--- config.mk ---
export PLATFORM = sky130hd
export DESIGN_NAME = uart_brk_tx
export DESIGN_NICKNAME = d
export VERILOG_FILES = /design/src/rtl/uart_brk_pkg.sv /design/src/rtl/uart_brk_hostif.sv /design/src/rtl/uart_brk_shifter.sv /design/src/rtl/uart_brk_tx.sv
export SDC_FILE = /design/constraint.sdc
export NUM_CORES = 1
export LEC_CHECK = 0
export BUFFER_PORTS_ARGS = -buffer_cell sky130_fd_sc_hd__clkbuf_2
export CORE_ASPECT_RATIO = 0.75
export CORE_MARGIN = 4
export CORE_UTILIZATION = 45
export CTS_CLUSTER_SIZE = 24
export DETAILED_ROUTE_END_ITERATION = 8
export HOLD_SLACK_MARGIN = 0.1
export PLACE_DENSITY = 0.77
export SETUP_SLACK_MARGIN = 0.3
export SYNTH_ARGS = -nofsm -noshare
export SYNTH_HDL_FRONTEND = slang
export SYNTH_SLANG_ARGS = --single-unit
--- constraint.sdc ---
create_clock -name clk -period 1.6 [get_ports clk]
set_input_delay 0.16 -clock clk [delete_from_list [all_inputs] [get_ports clk]]
set_output_delay 0.16 -clock clk [all_outputs]
set_load 0.03 [all_outputs]
--- src/rtl/uart_brk_pkg.sv ---
package uart_brk_pkg;
  // What the shift register receives in a given cycle
  typedef enum logic [2:0] {
    LD_NONE,
    LD_PRE,
    LD_BRK,
    LD_MARK,
    LD_DATA
  } load_e;
endpackage

--- src/rtl/uart_brk_hostif.sv ---
module uart_brk_hostif #(
  parameter int DATA_W = 8
) (
  input  logic              clk,
  input  logic              rst,
  input  logic              en,
  input  logic              irq_en,
  input  logic              stat_rd,
  input  logic              data_wr,
  input  logic [DATA_W-1:0] data_in,
  input  logic              take,
  output logic [DATA_W-1:0] buf_q,
  output logic              full,
  output logic              empty_q,
  output logic              irq_q
);
  logic armed_q;
  logic empty_n;

  // Next value of the empty flag: module off forces it, a transfer sets it,
  // an armed write clears it.
  always_comb begin
    empty_n = empty_q;
    if (!en)                    empty_n = 1'b1;
    else if (take)              empty_n = 1'b1;
    else if (data_wr && armed_q) empty_n = 1'b0;
  end

  always_ff @(posedge clk) begin
    if (rst) begin
      empty_q <= 1'b1;
      irq_q   <= 1'b0;
      armed_q <= 1'b0;
    end else begin
      empty_q <= empty_n;
      irq_q   <= empty_n & irq_en;
      if (!en)                     armed_q <= 1'b0;
      else if (data_wr)            armed_q <= 1'b0;
      else if (stat_rd && empty_q) armed_q <= 1'b1;
    end
  end

  always_ff @(posedge clk) begin
    if (rst)          buf_q <= '0;
    else if (data_wr) buf_q <= data_in;
  end

  assign full = ~empty_q;

  // the flag only falls after an armed write
  p_clear_needs_read_r6: assert property (@(posedge clk) disable iff (rst)
    $fell(empty_q) |-> ($past(armed_q) && $past(data_wr)));

  // no request without the enable
  p_irq_needs_enable_r7: assert property (@(posedge clk) disable iff (rst)
    irq_q |-> $past(irq_en));

  // a disabled module reports an empty buffer
  p_off_reads_empty_r11: assert property (@(posedge clk) disable iff (rst)
    !en |=> empty_q);
endmodule

--- src/rtl/uart_brk_shifter.sv ---
module uart_brk_shifter
  import uart_brk_pkg::*;
#(
  parameter int DATA_W = 8
) (
  input  logic              clk,
  input  logic              rst,
  input  logic              run,
  input  logic              wide,
  input  logic              xbit,
  input  logic              brk,
  input  logic              tick,
  input  logic              full,
  input  logic [DATA_W-1:0] buf_data,
  output logic              take,
  output logic              tx_q
);
  localparam int SR_W  = DATA_W + 3;
  localparam int CNT_W = $clog2(SR_W + 1);

  logic [SR_W-1:0]  sr_q, eff_sr, frame;
  logic [CNT_W-1:0] cnt_q, eff_cnt, flen;
  logic             run_d, mark_q, run_rise;
  load_e            sel;

  assign run_rise = run & ~run_d;

  always_comb begin
    flen = wide ? CNT_W'(SR_W) : CNT_W'(SR_W - 1);
    frame = '1;
    frame[0] = 1'b0;
    frame[DATA_W:1] = buf_data;
    frame[DATA_W+1] = wide ? xbit : 1'b1;

    sel = LD_NONE;
    if (run_rise)            sel = LD_PRE;
    else if (cnt_q == '0) begin
      if (brk)               sel = LD_BRK;
      else if (mark_q)       sel = LD_MARK;
      else if (full)         sel = LD_DATA;
    end

    eff_sr  = sr_q;
    eff_cnt = cnt_q;
    case (sel)
      LD_PRE:  begin eff_sr = '1;    eff_cnt = flen;         end
      LD_BRK:  begin eff_sr = '0;    eff_cnt = flen;         end
      LD_MARK: begin eff_sr = '1;    eff_cnt = CNT_W'(1);    end
      LD_DATA: begin eff_sr = frame; eff_cnt = flen;         end
      default: ;
    endcase
  end

  assign take = run & (sel == LD_DATA);

  always_ff @(posedge clk) begin
    if (rst) begin
      run_d  <= 1'b0;
      sr_q   <= '1;
      cnt_q  <= '0;
      mark_q <= 1'b0;
      tx_q   <= 1'b1;
    end else begin
      run_d <= run;
      if (!run) begin
        sr_q   <= '1;
        cnt_q  <= '0;
        mark_q <= 1'b0;
        tx_q   <= 1'b1;
      end else begin
        if (sel == LD_BRK)       mark_q <= 1'b1;
        else if (sel == LD_MARK) mark_q <= 1'b0;
        if (tick) begin
          tx_q  <= (eff_cnt != '0) ? eff_sr[0] : 1'b1;
          sr_q  <= {1'b1, eff_sr[SR_W-1:1]};
          cnt_q <= (eff_cnt != '0) ? eff_cnt - CNT_W'(1) : '0;
        end else begin
          sr_q  <= eff_sr;
          cnt_q <= eff_cnt;
        end
      end
    end
  end

  // bits advance only on the external tick
  p_moves_on_tick_r12: assert property (@(posedge clk) disable iff (rst)
    (run && !tick) |=> $stable(tx_q));

  // a stopped shifter holds the line high and empty
  p_stopped_idle_r8: assert property (@(posedge clk) disable iff (rst)
    !run |=> (tx_q && cnt_q == '0));

  // bit count never exceeds the longest frame
  p_cnt_bound_r3: assert property (@(posedge clk) disable iff (rst)
    cnt_q <= CNT_W'(SR_W));

  // leaving the post-break state means a high bit is queued or on the line
  p_mark_after_break_r10: assert property (@(posedge clk) disable iff (rst)
    $fell(mark_q) |-> (cnt_q == CNT_W'(1) || tx_q));
endmodule

--- src/rtl/uart_brk_tx.sv ---
module uart_brk_tx #(
  parameter int DATA_W = 8
) (
  input  logic              clk,
  input  logic              rst,
  input  logic              baud_tick,
  input  logic              ctl_en,
  input  logic              ctl_txen,
  input  logic              ctl_wide,
  input  logic              ctl_xbit,
  input  logic              ctl_brk,
  input  logic              ctl_irq_en,
  input  logic              stat_rd,
  input  logic              data_wr,
  input  logic [DATA_W-1:0] data_in,
  output logic              stat_empty,
  output logic              irq,
  output logic              tx_out,
  output logic              tx_oe
);
  logic              run;
  logic              take;
  logic              full;
  logic [DATA_W-1:0] buf_q;

  assign run = ctl_en & ctl_txen;

  uart_brk_hostif #(.DATA_W(DATA_W)) host_i (
    .clk     (clk),
    .rst     (rst),
    .en      (ctl_en),
    .irq_en  (ctl_irq_en),
    .stat_rd (stat_rd),
    .data_wr (data_wr),
    .data_in (data_in),
    .take    (take),
    .buf_q   (buf_q),
    .full    (full),
    .empty_q (stat_empty),
    .irq_q   (irq)
  );

  uart_brk_shifter #(.DATA_W(DATA_W)) shift_i (
    .clk      (clk),
    .rst      (rst),
    .run      (run),
    .wide     (ctl_wide),
    .xbit     (ctl_xbit),
    .brk      (ctl_brk),
    .tick     (baud_tick),
    .full     (full),
    .buf_data (buf_q),
    .take     (take),
    .tx_q     (tx_out)
  );

  always_ff @(posedge clk) begin
    if (rst) tx_oe <= 1'b0;
    else     tx_oe <= ctl_en;
  end

  // disabling releases the pin and idles the line
  p_release_r11: assert property (@(posedge clk) disable iff (rst)
    !ctl_en |=> (!tx_oe && tx_out && stat_empty));
endmodule

==> results of run 1 <==
-- power by group through the flow --
stage               Sequential, mW  Clock [mW]  Combinational [mW]
floorplan                    0.812           0               0.201
global placement             0.808           0               0.281
detailed placement           0.809           0               0.290
CTS                          0.794       0.762               0.342
global route                 0.797       0.802               0.396
finish                       0.795       0.752               0.366
-- final cells by class --
| class | count | area [µm²] |
|---|---|---|
| Timing Repair Buffer | 45 | 294 |
| Clock buffer | 5 | 68.8 |
| Multi-Input combinational cell | 123 | 873 |
| Tap cell | 38 | 47.5 |
| Fill cell | 221 | 1050 |
| Inverter | 2 | 7.51 |
| Sequential cell | 30 | 616 |
| Clock inverter | 3 | 40.0 |
-- cell families after synthesis --
family / Yosys count / synth area share [%]
AO/OA/AOI/OAI: 50 / 22.9
flip-flops: 30 / 42.1
multiplexers: 18 / 12.6
buffers and inverters: 14 / 4.82
AND/OR/NAND/NOR: 53 / 17.5
-- stage by stage --
| stage | hold slack (ps) | setup WS [ps] | cells |
|---|---|---|---|
| 2_1_floorplan | 250 | 44.2 | 165 |
| 3_3_place_gp | 395 | 37.2 | 228 |
| 3_5_place_dp | 402 | 15.1 | 228 |
| 4_1_cts | 108 | 37.5 | 244 |
| 5_1_grt | 117 | -27.9 | 246 |
| 6_report | 112 | 7.28 | 246 |
-- routing by layer --
layer  wire length, µm  share of wire, %
met5                 0                 0
met1              1810                44
met3               356               8.7
met4                70               1.7
met2              1850                45
-- cell usage after synthesis (all sizes together) --
master / count / area, µm²
a21o: 1 / 7.51
a21oi: 12 / 60.1
a221oi: 1 / 8.76
a22oi: 2 / 15.0
a31o: 1 / 8.76
a31oi: 1 / 6.26
and3b: 1 / 8.76
buf: 5 / 35.0
clkbuf: 7 / 26.3
clkinv: 1 / 3.75
dfxtp: 30 / 601
inv: 1 / 3.75
mux2i: 18 / 180
nand2: 21 / 81.3
nand2b: 2 / 12.5
nand3: 2 / 10.0
nand3b: 1 / 7.51
nor2: 17 / 63.8
nor2b: 1 / 6.26
nor3: 2 / 10.0
nor3b: 2 / 20.0
nor4: 1 / 6.26
o2111ai: 1 / 8.76
o211ai: 11 / 82.6
o21a: 1 / 7.51
o21ai: 13 / 68.8
o21ba: 1 / 10.0
o22ai: 1 / 6.26
o2bb2ai: 1 / 8.76
o32a: 1 / 10.0
o32ai: 1 / 8.76
o41ai: 1 / 8.76
or2: 2 / 12.5
or4: 1 / 11.3
-- worst max-delay path, cell delays in order, from the launching register on --
cell       delay (ps)
dfxtp_2           340
or4_4             610
o2111ai_2         240
buf_4             170
a21o_1             80
a21oi_1            50
-- worst min-delay path by stage --
stage          startpoint  slack, ps                      endpoint  cells after the start
6_report       data_in[7]        110  host_i.buf_q[7]$_SDFFE_PP0P_                      3
5_1_grt        data_in[3]        120  host_i.buf_q[3]$_SDFFE_PP0P_                      3
4_1_cts        data_in[7]        110  host_i.buf_q[7]$_SDFFE_PP0P_                      3
3_5_place_dp   data_in[7]        400  host_i.buf_q[7]$_SDFFE_PP0P_                      3
3_3_place_gp   data_in[6]        400  host_i.buf_q[6]$_SDFFE_PP0P_                      3
2_1_floorplan         rst        250              tx_oe$_SDFF_PP0_                      1
-- timing repair --
action | CTS | global route
setup endpoints to repair | 19 | 19
gates resized for setup | 30 | 4
gates cloned | 2 | 0
pin swaps | 27 | 11
buffers inserted | 6 | 2
==> run_results.csv, run 1 <==
group,metric,value,unit
outcome,outcome,"completed",
grt,use_met3,6.98,%
pwr,switching_share,26.7,%
route,drtIter0Drc,114,
grt,grt_max_degree,12,
critical_path,rrSetupSlack,7,ps
critical_path,worst-path-max-fanout,6,
final_layout,largest_reg_flops,11,
sta,max-slew-margin-rel,77.9,%
place,io_buffers,22,
sta,tightest_slew,328,ps
grt,grtUsageMet1,28.7,%
pwr,p_leak,0.843,nW
pwr,internal-power,1.40,mW
critical_path,crit_path_start_kind,"flip-flop",
synth,syn_inst,165,
critical_path,critPathCapture,"shift_i.cnt_q[1]$_SDFF_PP0_",
place,place_area,1640,µm²
grt,busiest_layer,"met2",
grt,antenna_found_initial,0,
clock_network,clk_latency,280,ps
place,gp_congestion,0.843,
sta,finClkSkew,5.69,ps
grt,grt_overflow,0,
pwr,combPwrFrac,19.1,%
die,die_area,4140,µm²
final_layout,drive_gt1_share,41.3,%
clock_network,cts_tree,"done",
pwr,ir_drop,0.621,mV
route,wl_per_cell,16.6,µm
critical_path,critPathLaunch,"shift_i.cnt_q[3]$_SDFF_PP0_",
final_layout,n_antenna_cell,0,
grt,grtUsageTotal,21.4,%
die,pin_count,23,
route,drcViolationCount,0,
final_layout,layout_common_cells,"24 x dfxtp_1, 22 x clkbuf_2, 20 x buf_4, 19 x nand2_1, 18 x mux2i_1",
die,coreArea,3000,µm²
clock_network,cts_made_buffers,5,
critical_path,critPathRequiredTime,1770,ps
clock_network,clock_sinks,30,
final_layout,utilization,64.9,%
pwr,seqPwrFrac,41.6,%
sta,rsz0062_at_grt,"true",
die,row_count,17,
clock_network,clk_pin_slew,70,ps
synth,synth-seq-cells,30,
final_layout,synthToLayoutAreaGrowth,36.5,%
synth,synth-seq-area-share,42.1,%
synth,synth_area_per_cell,8.64,µm²
place,hpwl,2.52,mm
die,die_x,73.0,µm
route,ant_nets,0,
sta,max_freq,0.628,GHz
route,dr.pass1.iters,4,
sta,finalCritPeriodShare,99.5,%
sta,final-hold-violation-count,0,
die,initial_core_util,47.6,%
sta,finalSetupTns,0,ps
critical_path,worstReg2RegEnd,"shift_i.cnt_q[1]$_SDFF_PP0_",
critical_path,path_class,"flip-flop to flip-flop",
clock_network,cts.root.buffer_cell,"clkbuf_8",
critical_path,crit_arrival,1770,ps
clock_network,htreeDepth,2,
clock_network,ctsLongestPathBuffers,2,
grt,met2_usage,32.4,%
final_layout,largestRegisters,"shift_i.sr_q x11, host_i.buf_q x8, shift_i.cnt_q x4",
final_layout,stdcell_area,1950,µm²
clock_network,cts-hold-fix-buffers,0,
pwr,finalPower,1.91,mW
critical_path,r2r-start,"shift_i.cnt_q[3]$_SDFF_PP0_",
pwr,p_switching,0.511,mW
synth,synth_cell_types,40,
route,via_per_inst,5.85,
pwr,p_clk_share,39.3,%
final_layout,top_register,"shift_i.sr_q",
sta,period_needed,1590,ps
synth,yosysWarningCount,0,
sta,drv_slew,0,
route,vias,1439,
sta,setup_violations,0,
flow_run,drv_cap,0,
final_layout,finalNetCount,226,
critical_path,endpoint_kind,"flip-flop",
critical_path,r2r_cells,5,
grt,grt_pass1_vias,1390,
synth,syn-cell-area,1430,µm²
route,wl,4.09,mm
final_layout,final_common_cell,"dfxtp_1",
grt,grt_first_pass_wirelength,6.94,mm
hold_path,min_path_type,"input pin to flip-flop",
synth,synth_nets,184,
pwr,power.density,982,nW/µm²
die,die_h,56.8,µm
Note: power is estimated with default switching activity, not from simulation.
==> run 2, diff against run 1 <==
PLACE_DENSITY = 0.75   (was 0.77)
clock period = 1.75 ns   (was 1.6 ns; I/O delays follow)
==> run 2 against run 1 <==
Clock skew shrank 0.71 ps. Die area unchanged. Largest power group unchanged. Non-clock buffer count fell by 5. Final area down 3.5%. Sequential share of layout area increased by 0.74 points. Hold slack better by 19 ps. Sequential cell count stayed put. Combinational power down 12%. Highest routed layer unchanged. Total power shrank 8.0%. Via count is 1.1% lower.
==> run_results.csv, run 2 (same netlist as run 1, synthesis figures left out) <==
group,metric,value,unit
clock_network,cts_made_buffers,5,
critical_path,r2r_cells,5,
final_layout,drive_gt1_share,36.8,%
final_layout,final_common_cell,"dfxtp_1",
route,via_per_inst,5.95,
die,die_h,56.8,µm
outcome,outcome,"completed",
sta,layout_setup_ws,60.6,ps
sta,finalCritPeriodShare,96.5,%
sta,period_needed,1690,ps
route,ant_nets,0,
place,place_worst_setup_slack,40.2,ps
pwr,finalPower,1.76,mW
die,coreArea,3000,µm²
final_layout,n_antenna_cell,0,
hold_path,hold_depth,3,
hold_path,min-delay-start,"data_in[7]",
sta,max-slew-margin-rel,70.4,%
sta,drv_slew,0,
final_layout,synthToLayoutAreaGrowth,31.8,%
grt,grt_max_degree,18,
route,drtIter0Drc,211,
hold_path,min_path_type,"input pin to flip-flop",
clock_network,cts_tree,"done",
critical_path,worst-path-max-fanout,4,
critical_path,rrSetupSlack,60,ps
place,hpwl,2.62,mm
pwr,p_leak,0.809,nW
final_layout,top_register,"shift_i.sr_q",
final_layout,seq_area,608,µm²
hold_path,holdPathEnd,"host_i.buf_q[7]$_SDFFE_PP0P_",
clock_network,cts-hold-fix-buffers,0,
sta,final-hold-violation-count,0,
final_layout,multiInputGateArea,840,µm²
pwr,ir_drop,0.526,mV
die,die_x,73.0,µm
grt,antenna_found_initial,0,
critical_path,crit_buf_inv,1,
sta,setup_violations,0,
grt,grtUsageTotal,20.1,%
critical_path,critPathRequiredTime,1920,ps
critical_path,worstReg2RegEnd,"shift_i.sr_q[9]$_SDFF_PP1_",
die,initial_core_util,47.6,%
critical_path,endpoint_kind,"flip-flop",
sta,tightest_slew,445,ps
final_layout,layout_common_cells,"24 x dfxtp_1, 22 x clkbuf_2, 20 x nand2_1, 18 x mux2i_1, 17 x nor2_1",
route,wl,4.02,mm
route,dr.pass1.iters,4,
route,drcViolationCount,0,
sta,finClkSkew,4.98,ps
clock_network,clk_latency,280,ps
sta,rsz0062_at_grt,"true",
place,io_buffers,22,
route,wl_per_cell,16.8,µm
sta,finalSetupTns,0,ps
critical_path,critical_path.top_delay_family,"simple AND/OR/NAND/NOR gates",
place,gp_congestion,0.967,
final_layout,largestRegisters,"shift_i.sr_q x11, host_i.buf_q x8, shift_i.cnt_q x4",
critical_path,crit_arrival,1860,ps
final_layout,utilization,62.7,%
flow_run,drv_cap,0,
die,pin_count,23,
die,row_count,17,
pwr,power.density,936,nW/µm²
critical_path,critPathLaunch,"shift_i.cnt_q[3]$_SDFF_PP0_",
critical_path,crit_chain,"or4_4, buf_6, o21ai_2, o21ai_2, o32a_1",
critical_path,slowest_delay,580,ps
clock_network,htreeDepth,2,
die,die_area,4140,µm²
grt,busiest_layer,"met2",
grt,use_met3,5.55,%
grt,grt_first_pass_wirelength,6.47,mm
clock_network,clk_pin_slew,60,ps
critical_path,r2r-start,"shift_i.cnt_q[3]$_SDFF_PP0_",
sta,max_freq,0.592,GHz
route,vias,1423,
grt,met2_usage,31.7,%
critical_path,worst_path_max_delay_cell,"or4_4",
grt,grt_overflow,0,
clock_network,cts.root.buffer_cell,"clkbuf_8",
sta,whs,131,ps
critical_path,cpMostUsedCell,"o21ai_2",
final_layout,finalNetCount,220,
clock_network,ctsLongestPathBuffers,2,
final_layout,num-fill-cells,242,
critical_path,path_class,"flip-flop to flip-flop",
critical_path,crit_path_start_kind,"flip-flop",
grt,grt_pass1_vias,1378,
final_layout,largest_reg_flops,11,
grt,grtUsageMet1,25.6,%
clock_network,clock_sinks,30,
==> run 2: cell types whose count changed in the layout (fill, tap and decap cells not counted), sizes merged <==
| cell | delta |
|---|---|
| clkinv | -2 |
| clkbuf | +1 |
| buf | -5 |
| or4 | -1 |
==> run 2: report_power, final <==
group	total [mW]	leakage [nW]	switching, mW	internal [mW]
Combinational	0.323	0.505	0.178	0.145
Clock	0.708	0.0573	0.253	0.455
Sequential	0.727	0.247	0.0160	0.711
Total	1.76	0.809	0.447	1.31
==> run 2: tightest hold or removal path, stage by stage <==
cell and delay (ps):
clkbuf_2 70, mux2i_1 50, nor2_1 70
==> run 2: worst max path at each step <==
stage | to | slack, ps | cells past startpoint
2_1_floorplan | shift_i.sr_q[9]$_SDFF_PP1_ | 190 | 5
3_3_place_gp | shift_i.cnt_q[2]$_SDFF_PP0_ | 90 | 5
3_5_place_dp | shift_i.sr_q[2]$_SDFF_PP1_ | 40 | 6
4_1_cts | shift_i.sr_q[2]$_SDFF_PP1_ | 120 | 6
5_1_grt | shift_i.sr_q[2]$_SDFF_PP1_ | 10 | 6
6_report | shift_i.sr_q[9]$_SDFF_PP1_ | 60 | 5
==> run 2: layout make-up <==
cell class / instances / area share, %
Clock buffer: 6 / 4.39
Clock inverter: 1 / 1.60
Inverter: 2 / 0.399
Multi-Input combinational cell: 122 / 44.7
Sequential cell: 30 / 32.4
Tap cell: 38 / 2.53
Timing Repair Buffer: 40 / 14.0
==> run 2: repair_timing <==
action,CTS,global route
buffers inserted,6,1
gates cloned,0,1
resized for setup,20,6
pin swaps,14,13
endpoints found under the hold margin,0,0
endpoints found under the setup margin,17,19
==> run 2: metal layers <==
metal  vias to the layer above  share of wire, %
met1                       663                42
li1                        670                 -
met2                        78                47
met4                         0               2.4
met5                         -                 0
met3                        12               8.5
==> run 2: per-stage QoR <==
step,cells,area [µm²]
global placement,224,1610
CTS,237,1840
detailed placement,224,1610
floorplan,165,1440
global route,239,1880
finish,239,1880
